## src/rtl/slpbank_pkg.sv

```systemverilog
package slpbank_pkg;
  localparam int BYTE_W  = 8;
  localparam int SCR_CNT = 2;
  localparam logic [3:0] WIN_HI   = 4'hF;
  localparam logic [3:0] OFS_SLP  = 4'h0;
  localparam logic [3:0] OFS_CLR  = 4'h1;
  localparam logic [3:0] OFS_H2C  = 4'h2;
  localparam logic [3:0] OFS_C2H  = 4'h4;
  localparam logic [3:0] OFS_SHD  = 4'h6;
  localparam logic [1:0] MODE_DOZE  = 2'b00;
  localparam logic [1:0] MODE_READY = 2'b11;
endpackage

```

## src/rtl/slp_state_ctrl.sv

```systemverilog
module slp_state_ctrl
  import slpbank_pkg::*;
#(
  parameter int DW = 8
) (
  input  logic          clk,
  input  logic          rst,
  input  logic          wr_state,
  input  logic          wr_clr,
  input  logic [DW-1:0] wdata,
  input  logic          card_awake,
  input  logic          func_int_set,
  output logic [DW-1:0] state_q,
  output logic          pend_q,
  output logic          sleep_ok_q
);
  logic          awake_q;
  logic [DW-1:0] state_d;
  logic          awake_rise, set_ready, set_any, clr_req, pend_d;

  always_comb begin
    state_d    = wr_state ? wdata : state_q;
    awake_rise = card_awake & ~awake_q;
    set_ready  = (state_d[1:0] == MODE_READY) && ((wr_state && card_awake) || awake_rise);
    set_any    = set_ready | func_int_set;
    clr_req    = wr_clr & wdata[0];
    if (set_any)      pend_d = 1'b1;
    else if (clr_req) pend_d = 1'b0;
    else              pend_d = pend_q;
  end

  always_ff @(posedge clk) begin
    if (rst) begin
      state_q    <= '0;
      awake_q    <= 1'b0;
      pend_q     <= 1'b0;
      sleep_ok_q <= 1'b1;
    end else begin
      state_q    <= state_d;
      awake_q    <= card_awake;
      pend_q     <= pend_d;
      sleep_ok_q <= (state_d[1:0] == MODE_DOZE);
    end
  end

  // doze permission never coexists with a wake request
  a_r3_no_sleep_when_wake: assert property (@(posedge clk) disable iff (rst)
    state_q[0] |-> !sleep_ok_q);
  // an unopposed clear empties the flag
  a_r6_clear_takes: assert property (@(posedge clk) disable iff (rst)
    (clr_req && !set_any) |=> !pend_q);
  // the flag rises only from the ready mode or a card-side request
  a_r5_irq_source: assert property (@(posedge clk) disable iff (rst)
    (!pend_q && !func_int_set && state_d[1:0] != MODE_READY) |=> !pend_q);
endmodule

```

## src/rtl/slp_scratch_regs.sv

```systemverilog
module slp_scratch_regs
  import slpbank_pkg::*;
#(
  parameter int DW = 8,
  parameter int N  = 2
) (
  input  logic            clk,
  input  logic            rst,
  input  logic [N-1:0]    host_we,
  input  logic [DW-1:0]   host_wdata,
  input  logic [N-1:0]    card_we,
  input  logic [DW-1:0]   card_wdata,
  output logic [N*DW-1:0] h2c_q,
  output logic [N*DW-1:0] c2h_q
);
  always_ff @(posedge clk) begin
    if (rst) begin
      h2c_q <= '0;
      c2h_q <= '0;
    end else begin
      for (int i = 0; i < N; i++) begin
        if (host_we[i]) h2c_q[i*DW +: DW] <= host_wdata;
        if (card_we[i]) c2h_q[i*DW +: DW] <= card_wdata;
      end
    end
  end

  for (genvar g = 0; g < N; g++) begin : g_chk
    // card-to-host bytes move only on a card-side strobe
    a_r9_c2h_hold: assert property (@(posedge clk) disable iff (rst)
      !card_we[g] |=> $stable(c2h_q[g*DW +: DW]));
    // host bytes move only on a host write
    a_r8_h2c_hold: assert property (@(posedge clk) disable iff (rst)
      !host_we[g] |=> $stable(h2c_q[g*DW +: DW]));
  end
endmodule

```

## src/rtl/slp_ioen_shadow.sv

```systemverilog
module slp_ioen_shadow #(
  parameter int NF = 8
) (
  input  logic          clk,
  input  logic          rst,
  input  logic          wr_en,
  input  logic [NF-1:0] wdata,
  input  logic [NF-1:0] func_reset,
  input  logic [NF-1:0] std_en,
  output logic [NF-1:0] shadow_q,
  output logic [NF-1:0] flags_q
);
  logic [NF-1:0] shadow_d;

  always_comb begin
    for (int i = 0; i < NF; i++) begin
      if (func_reset[i]) shadow_d[i] = 1'b0;
      else if (wr_en)    shadow_d[i] = wdata[i];
      else               shadow_d[i] = shadow_q[i];
    end
  end

  always_ff @(posedge clk) begin
    if (rst) begin
      shadow_q <= '0;
      flags_q  <= '0;
    end else begin
      shadow_q <= shadow_d;
      flags_q  <= std_en & ~shadow_d;
    end
  end

  for (genvar g = 0; g < NF; g++) begin : g_chk
    // a function reset always wins
    a_r11_reset_clears: assert property (@(posedge clk) disable iff (rst)
      func_reset[g] |=> !shadow_q[g]);
  end
endmodule

```

## src/rtl/sdio_sleep_regbank.sv

```systemverilog
module sdio_sleep_regbank
  import slpbank_pkg::*;
#(
  parameter int ADDR_W = 8,
  parameter int DATA_W = 8,
  parameter int NFUNC  = 8
) (
  input  logic                      clk,
  input  logic                      rst,
  input  logic                      host_wr_en,
  input  logic                      host_rd_en,
  input  logic [ADDR_W-1:0]         host_addr,
  input  logic [DATA_W-1:0]         host_wdata,
  output logic [DATA_W-1:0]         host_rdata,
  input  logic                      card_awake,
  input  logic                      func_int_set,
  input  logic [SCR_CNT-1:0]        card_scratch_we,
  input  logic [DATA_W-1:0]         card_scratch_wdata,
  input  logic [NFUNC-1:0]          std_io_en,
  input  logic [NFUNC-1:0]          func_reset,
  output logic                      sleep_ok,
  output logic                      wake_req,
  output logic [3:0]                sleep_func,
  output logic                      host_irq,
  output logic [SCR_CNT*DATA_W-1:0] host_scratch,
  output logic [NFUNC-1:0]          io_reset_flags
);
  localparam int SCR_BITS = SCR_CNT * DATA_W;

  logic              in_win;
  logic [3:0]        ofs;
  logic              wr_slp, wr_clr, wr_shd;
  logic [SCR_CNT-1:0] wr_h2c;
  logic [DATA_W-1:0] state_q, shadow_byte, rd_mux;
  logic              pend_q;
  logic [SCR_BITS-1:0] h2c_q, c2h_q;
  logic [NFUNC-1:0]  shadow_q;

  assign in_win = (host_addr[ADDR_W-1:4] == {(ADDR_W-4){1'b1}}) && (WIN_HI == 4'hF);
  assign ofs    = host_addr[3:0];
  assign wr_slp = host_wr_en && in_win && (ofs == OFS_SLP);
  assign wr_clr = host_wr_en && in_win && (ofs == OFS_CLR);
  assign wr_shd = host_wr_en && in_win && (ofs == OFS_SHD);

  for (genvar g = 0; g < SCR_CNT; g++) begin : g_dec
    assign wr_h2c[g] = host_wr_en && in_win && (ofs == OFS_H2C + 4'(g));
  end

  slp_state_ctrl #(.DW(DATA_W)) u_state (
    .clk(clk), .rst(rst), .wr_state(wr_slp), .wr_clr(wr_clr), .wdata(host_wdata),
    .card_awake(card_awake), .func_int_set(func_int_set),
    .state_q(state_q), .pend_q(pend_q), .sleep_ok_q(sleep_ok)
  );

  slp_scratch_regs #(.DW(DATA_W), .N(SCR_CNT)) u_scr (
    .clk(clk), .rst(rst), .host_we(wr_h2c), .host_wdata(host_wdata),
    .card_we(card_scratch_we), .card_wdata(card_scratch_wdata),
    .h2c_q(h2c_q), .c2h_q(c2h_q)
  );

  slp_ioen_shadow #(.NF(NFUNC)) u_shd (
    .clk(clk), .rst(rst), .wr_en(wr_shd), .wdata(host_wdata[NFUNC-1:0]),
    .func_reset(func_reset), .std_en(std_io_en),
    .shadow_q(shadow_q), .flags_q(io_reset_flags)
  );

  assign shadow_byte  = DATA_W'(shadow_q);
  assign wake_req     = state_q[0];
  assign sleep_func   = state_q[7:4];
  assign host_irq     = pend_q;
  assign host_scratch = h2c_q;

  always_comb begin
    rd_mux = '0;
    if (in_win) begin
      if (ofs == OFS_SLP) rd_mux = state_q;
      if (ofs == OFS_CLR) rd_mux = DATA_W'(pend_q);
      if (ofs == OFS_SHD) rd_mux = shadow_byte;
      for (int i = 0; i < SCR_CNT; i++) begin
        if (ofs == OFS_H2C + 4'(i)) rd_mux = h2c_q[i*DATA_W +: DATA_W];
        if (ofs == OFS_C2H + 4'(i)) rd_mux = c2h_q[i*DATA_W +: DATA_W];
      end
    end
  end

  always_ff @(posedge clk) begin
    if (rst)             host_rdata <= '0;
    else if (host_rd_en) host_rdata <= rd_mux;
  end

  // reads outside the implemented offsets return zero
  a_r12_unimpl_zero: assert property (@(posedge clk) disable iff (rst)
    (host_rd_en && (!in_win || ofs > OFS_SHD)) |=> (host_rdata == '0));
  // read data holds between reads
  a_r13_rdata_hold: assert property (@(posedge clk) disable iff (rst)
    !host_rd_en |=> $stable(host_rdata));
endmodule

```

## config.mk

```make
export PLATFORM = sky130hd
export DESIGN_NAME = sdio_sleep_regbank
export DESIGN_NICKNAME = d
export VERILOG_FILES = /design/src/rtl/slpbank_pkg.sv /design/src/rtl/slp_state_ctrl.sv /design/src/rtl/slp_scratch_regs.sv /design/src/rtl/slp_ioen_shadow.sv /design/src/rtl/sdio_sleep_regbank.sv
export SDC_FILE = /design/constraint.sdc
export NUM_CORES = 1
export LEC_CHECK = 0
export BUFFER_PORTS_ARGS = -buffer_cell sky130_fd_sc_hd__clkbuf_2
export CORE_ASPECT_RATIO = 0.9
export CORE_MARGIN = 2
export CORE_UTILIZATION = 45
export CTS_CLUSTER_SIZE = 24
export DETAILED_ROUTE_END_ITERATION = 8
export PLACE_DENSITY_LB_ADDON = 0.25
export SLEW_MARGIN = 15
export SYNTH_ARGS = -nofsm -noshare
export SYNTH_HDL_FRONTEND = slang
export SYNTH_SLANG_ARGS = --single-unit
```

## constraint.sdc

```tcl
create_clock -name clk -period 1.95 [get_ports clk]
set_input_delay 0.39 -clock clk [delete_from_list [all_inputs] [get_ports clk]]
set_output_delay 0.39 -clock clk [all_outputs]
set_load 0.02 [all_outputs]
```

==> results of run 1 <==
-- area by class of cell --
type,instances,share of cell area [%]
clock buffer,10,3.642
clock inverter,6,2.980
inverter,2,0.1987
multi-input combinational,191,38.97
sequential,67,35.50
tap,87,2.881
timing repair buffer,105,15.83
-- layout by cell type (no fill, tap or decap), types with 2 or more instances in the layout --
cell type / instances
nor4_4: 2
a22oi_1: 6
bufinv_16: 3
clkbuf_2: 86
dfxtp_1: 67
nand3b_1: 3
inv_1: 2
or2_2: 7
nor2b_1: 4
a21oi_1: 9
nor2_1: 43
nand2b_1: 7
o21ai_0: 5
buf_4: 17
buf_12: 2
o211a_1: 8
mux2i_1: 50
nand3_1: 3
mux4_2: 6
nor3_1: 11
clkinv_4: 2
clkbuf_8: 10
nand2_1: 6
a22o_1: 6
-- per-stage QoR --
step	setup WS (ps)	instance area (sq um)	hold slack (ps)	instances	power [W]
finish	415.5	3779	222.4	468	0.003107
global route	371.9	3779	215.7	468	0.003217
CTS	424.7	3779	214.5	468	0.003128
detailed placement	106.3	3528	477.1	452	0.001715
global placement	160.4	3528	464.2	452	0.001710
floorplan	310.3	2927	452.3	281	0.001595
-- registers in the layout (all words and copies together), names as in the netlist --
name and flops:
u_scr.c2h_q 16, u_state.sleep_ok_q 1, u_shd.flags_q 8, u_state.state_q 8, u_scr.h2c_q 16, u_state.awake_q 1
u_shd.shadow_q 8, u_state.pend_q 1, host_rdata 8
-- logic make-up (layout without fill, tap and decap cells) --
family	count (synthesis)	in the layout	share of synthesized area, %
and+or+nand+nor	96	96	18.47
DFF	67	67	45.83
muxes	56	56	21.72
AOI/OAI and AO/OA	39	39	9.919
buffers and inverters	23	123	4.062
-- worst reg2reg max path: cells and delay by family, from the launching register on --
kind / cells / cell delay [ps]
AO/OA/AOI/OAI: 2 / 310
flip-flops: 1 / 330
multiplexers: 1 / 460
AND/OR/NAND/NOR: 1 / 300
-- path summary, 6_finish.rpt --
| check | to | slack, ps |
|---|---|---|
| worst max register to register | host_rdata[4]$_SDFFE_PP0P_ | 420 |
| worst max-delay path | host_rdata[4]$_SDFFE_PP0P_ | 420 |
| worst min-delay path | u_shd.shadow_q[5]$_SDFF_PP0_ | 220 |
| worst min register to register | host_rdata[3]$_SDFFE_PP0P_ | 490 |
-- power by group --
group | switching [W] | internal [W] | total [W] | leakage [nW]
logic | 0.000146 | 0.000121 | 0.000266 | 0.968
registers | 0.0000196 | 0.00140 | 0.00142 | 0.546
clock network | 0.000535 | 0.000886 | 0.00142 | 0.126
-- per-layer routing --
layer  vias up  share of wire, %  GRT usage [%]
met3         7               6.5          6.372
met4         0              0.76          7.015
met5         -                 0              0
met2        72                45          31.72
li1       1202                 -              -
met1      1176                47          31.36
==> impl_results.md, run 1 <==
- Global-route wire length before repair: 11740 um
- Setup crit end kind: flop
- Distinct cells, synth: 36
- Number of fill cells: 567
- Row cnt: 27
- Max Slew Vio Count: 0
- Number of cells on the critical path: 4
- CTS Buf Count: 9
- Worst-path fanout max: 2
- Final WL: 7510 um
- Setup crit start: u_scr.c2h_q[4]$_SDFFE_PP0P_
- Synth Flop Type: dfxtp_1
- CTS Sinks: 67
- Crit Path Class: flop to flop
- Wire per inst: 16.05 um
- Finished Core Util: 60.79%
- Startpoint of the worst hold path: func_reset[5]
- Synth Area per Inst: 10.41 sq um
- IO Count: 87
- Number of vias in the routed layout: 2457
- Required time of the worst setup path: 2150 ps
- Routed Antenna Nets: 0
- FF+latch area: 0.001341 sq mm
- R2r worst-path depth: 4
- Area of the multi-input gates: 0.001473 sq mm
- IO buf count: 86
- Clock latency at the later pin of the worst-skew pair: 340 ps
- Synth area leaders: dfxtp_1, mux2i_1, nor2_1
- Drt initial violations: 123
- Sequential share of the synthesized area: 45.83%
- Post-CTS sizing: 0
- Core area: 0.006216 sq mm
- Worst-margin pin slew: 569.3 ps
- Height of the die: 80.51 um
- Hold path depth: 2
- Post-synth EDFFs: 0
- Post-DP HPWL: 5396 um
- Slew headroom: 62.05%
- Fin Clk Skew: 4.285 ps
- Leakage: 1.640 nW
- H-tree depth: 3
- Register bit count reported by yosys: 67
- Clock Pin Slew Worst Setup and Hold Paths: 70 ps
- Drt pass-1 iters: 5
- Fin nets: 424
- Synth warnings: 0
- Layout cell share with drive strength beyond 1: 37.80%
- Top cell family by delay on the critical path: multiplexers
- CP Launch Type: flop
- WP data arrival: 1740 ps
- Total GRT Usage: 21.93%
- Worst Path Buf+Inv: 0
- Post-Synthesis Cell Area: 0.002927 sq mm
- Final setup fails: 0
- Synth top area share: 45.83%
- Status: finished, final reports clean
- Unrepaired setup endpoints after global routing: no
- Pwr/cell area: 822.2 mW/mm^2
- Final Hold Viols: 0
- Worst VDD drop: 0.5501 mV
- Crit share post-route: 78.69%
- Worst Hold Class: input port to flop
- DRC: 0
- Cells after Synth: 281
- Vias/cell: 5.250
- Initial Util: 47.08%
- Crit-path cells: or2_2 > mux4_2 > a22oi_1 > a21oi_1
- Fin crit period: 1535 ps
- Vias in the first global route: 2321
- Clk root buf: clkbuf_8
- CP max stage cell: mux4_2
- Top cell type by total area after synthesis: dfxtp_1
- Reg-to-Reg Start: u_scr.c2h_q[4]$_SDFFE_PP0P_
- Area Growth Syn to Fin: 29.11%
- TNS Setup: 0 ps
- Final GP Congestion: 0.8016
- Net count after synthesis: 329
- Grt total ovfl: 0
- Count leader, synth: dfxtp_1
- Async S/R FF share, synth: 0%
- Initial antenna violation count: 0
- Post-CTS setup buffer count: 0
- Max-Cap Viols: 0
- F_max: 651.7 MHz
- CP peak stage delay: 460 ps
- Die area: 0.007165 sq mm
- CTS tree: built
- Die W: 89.01 um
- Largest net degree at the start of global routing: 56
- Ant. Diodes: 0
- Clk buf depth: 2
- Most frequent cells after synthesis: dfxtp_1, mux2i_1, nor2_1
- CTS Hold Bufs: 0
Note: power is estimated with default switching activity, not from simulation.
==> run 2: changes to the inputs <==
clock period = 1.53 ns   (was 1.95 ns; I/O delays follow)
==> run 2 against run 1 <==
Effect of this change:
- clock power rose by 9.9%
- worst hold slack got worse by 96 ps
- clock skew rose by 6.0 ps
- total power rose by 19%
- worst setup slack got worse by 360 ps
==> impl_results.md, run 2 (synthesized netlist as in run 1, its figures left out) <==
- Die area: 0.007165 sq mm
- Vias in the first global route: 2421
- Met1 usage: 31.39%
- Placed Area: 0.003533 sq mm
- Pwr/cell area: 984.4 mW/mm^2
- Worst Hold Class: input port to flop
- WP data arrival: 1690 ps
- CP peak stage delay: 470 ps
- Top Usage Layer GRT: met2
- Pwr Total: 0.003707 W
- Initial Util: 47.08%
- Finished Cell Area: 0.003766 sq mm
- Drt pass-1 iters: 4
- Met2 Track Usage GR: 33.66%
- Initial antenna violation count: 0
- Most frequent cells in the layout: clkbuf_2, dfxtp_1, mux2i_1, nor2_1, buf_4
- Wire per inst: 16.10 um
- Layout cell share with drive strength beyond 1: 39.16%
- Crit-path cells: or2_2 > mux4_2 > a22oi_1 > a21oi_1
- Final GP Congestion: 0.7719
- Vias/cell: 5.230
- Setup crit end kind: flop
- IO buf count: 86
- Drt initial violations: 146
- Clk buf depth: 2
- CP max stage cell: mux4_2
- Max Slew Vio Count: 0
- Worst slack, placed: -202.8 ps
- Total GRT Usage: 22.66%
- Fin nets: 426
- H-tree depth: 3
- Final std cells w/o fill: 470
- Unrepaired setup endpoints after global routing: no
- Final Hold Viols: 0
- Ant. Diodes: 0
- Largest net degree at the start of global routing: 56
- Crit Path Class: flop to flop
- Number of vias in the routed layout: 2458
- Worst Path Buf+Inv: 0
- Routed Antenna Nets: 0
- Worst-path fanout max: 2
- CTS tree: built
- Status: finished, final reports clean
- Post-DP HPWL: 5539 um
- Largest registers: u_scr.c2h_q (16), u_scr.h2c_q (16)
- Final WL: 7568 um
- Crit share post-route: 96.56%
- Met3 GRT Util: 8.016%
- Area Growth Syn to Fin: 28.69%
- Worst VDD drop: 0.5844 mV
- Row cnt: 27
- CP Launch Type: flop
- Worst-margin pin slew: 579.7 ps
- Top cell family by delay on the critical path: multiplexers
- Height of the die: 80.51 um
- Hold WS: 126.5 ps
- Number of instances in the placed design: 454
- IO Count: 87
- Final setup margin: 52.69 ps
- F_max: 676.9 MHz
- Max-Cap Viols: 0
- Grt total ovfl: 0
- Fin crit period: 1477 ps
- Slew headroom: 61.35%
- Final setup fails: 0
- Global-route wire length before repair: 12030 um
- Clk root buf: clkbuf_8
- Post-CTS setup buffer count: 0
- Fin Clk Skew: 10.29 ps
- CTS Sinks: 67
- CTS Buf Count: 9
- Required time of the worst setup path: 1740 ps
- Die W: 89.01 um
- Core area: 0.006216 sq mm
- Leakage: 1.627 nW
- Commonest non-fill, non-tap cell in the layout: clkbuf_2
- Clock latency at the later pin of the worst-skew pair: 350 ps
- Clock Pin Slew Worst Setup and Hold Paths: 80 ps
- DRC: 0
## run 2: timing repair
item / in CTS / in global routing
hold buffers: 0 / 0
setup endpoints to repair: 0 / 4
resized for setup: 0 / 4
## run 2: power by group
part           internal, W  switching [W]
Combinational     0.000157       0.000184
Sequential         0.00178      0.0000253
Clock             0.000880       0.000677
Total              0.00282       0.000886
## run 2: path summary, 6_finish.rpt
kind | start | to | slack [ps] | cells after the start
worst max-delay path | u_scr.c2h_q[3]$_SDFFE_PP0P_ | host_rdata[3]$_SDFFE_PP0P_ | 50 | 4
worst max register to register | u_scr.c2h_q[3]$_SDFFE_PP0P_ | host_rdata[3]$_SDFFE_PP0P_ | 50 | 4
worst min register to register | host_rdata[4]$_SDFFE_PP0P_ | host_rdata[4]$_SDFFE_PP0P_ | 480 | 2
worst min-delay path | func_reset[3] | u_shd.shadow_q[3]$_SDFF_PP0_ | 130 | 2
## run 2: routing by layer
metal  up-vias  wire length [um]
met5         -                 0
met4         0                48
met3         6               502
met2        82              3473
met1      1166              3543
li1       1204                 -
## run 2: cell type report
cell class | count | area [sq um]
Sequential cell | 67 | 1341
Fill cell | 560 | 2450
Inverter | 2 | 7.507
Clock buffer | 12 | 165.2
Clock inverter | 4 | 47.55
Timing Repair Buffer | 107 | 600.6
Multi-Input combinational cell | 191 | 1495
Tap cell | 87 | 108.9
## run 2: per-stage QoR
| step | TNS [ps] | utilization [%] |
|---|---|---|
| 2_1_floorplan | -205.7 | - |
| 3_3_place_gp | -3537 | 56.84 |
| 3_5_place_dp | -4462 | 56.84 |
| 4_1_cts | 0 | 60.27 |
| 5_1_grt | 0 | 60.59 |
| 6_report | 0 | 60.59 |
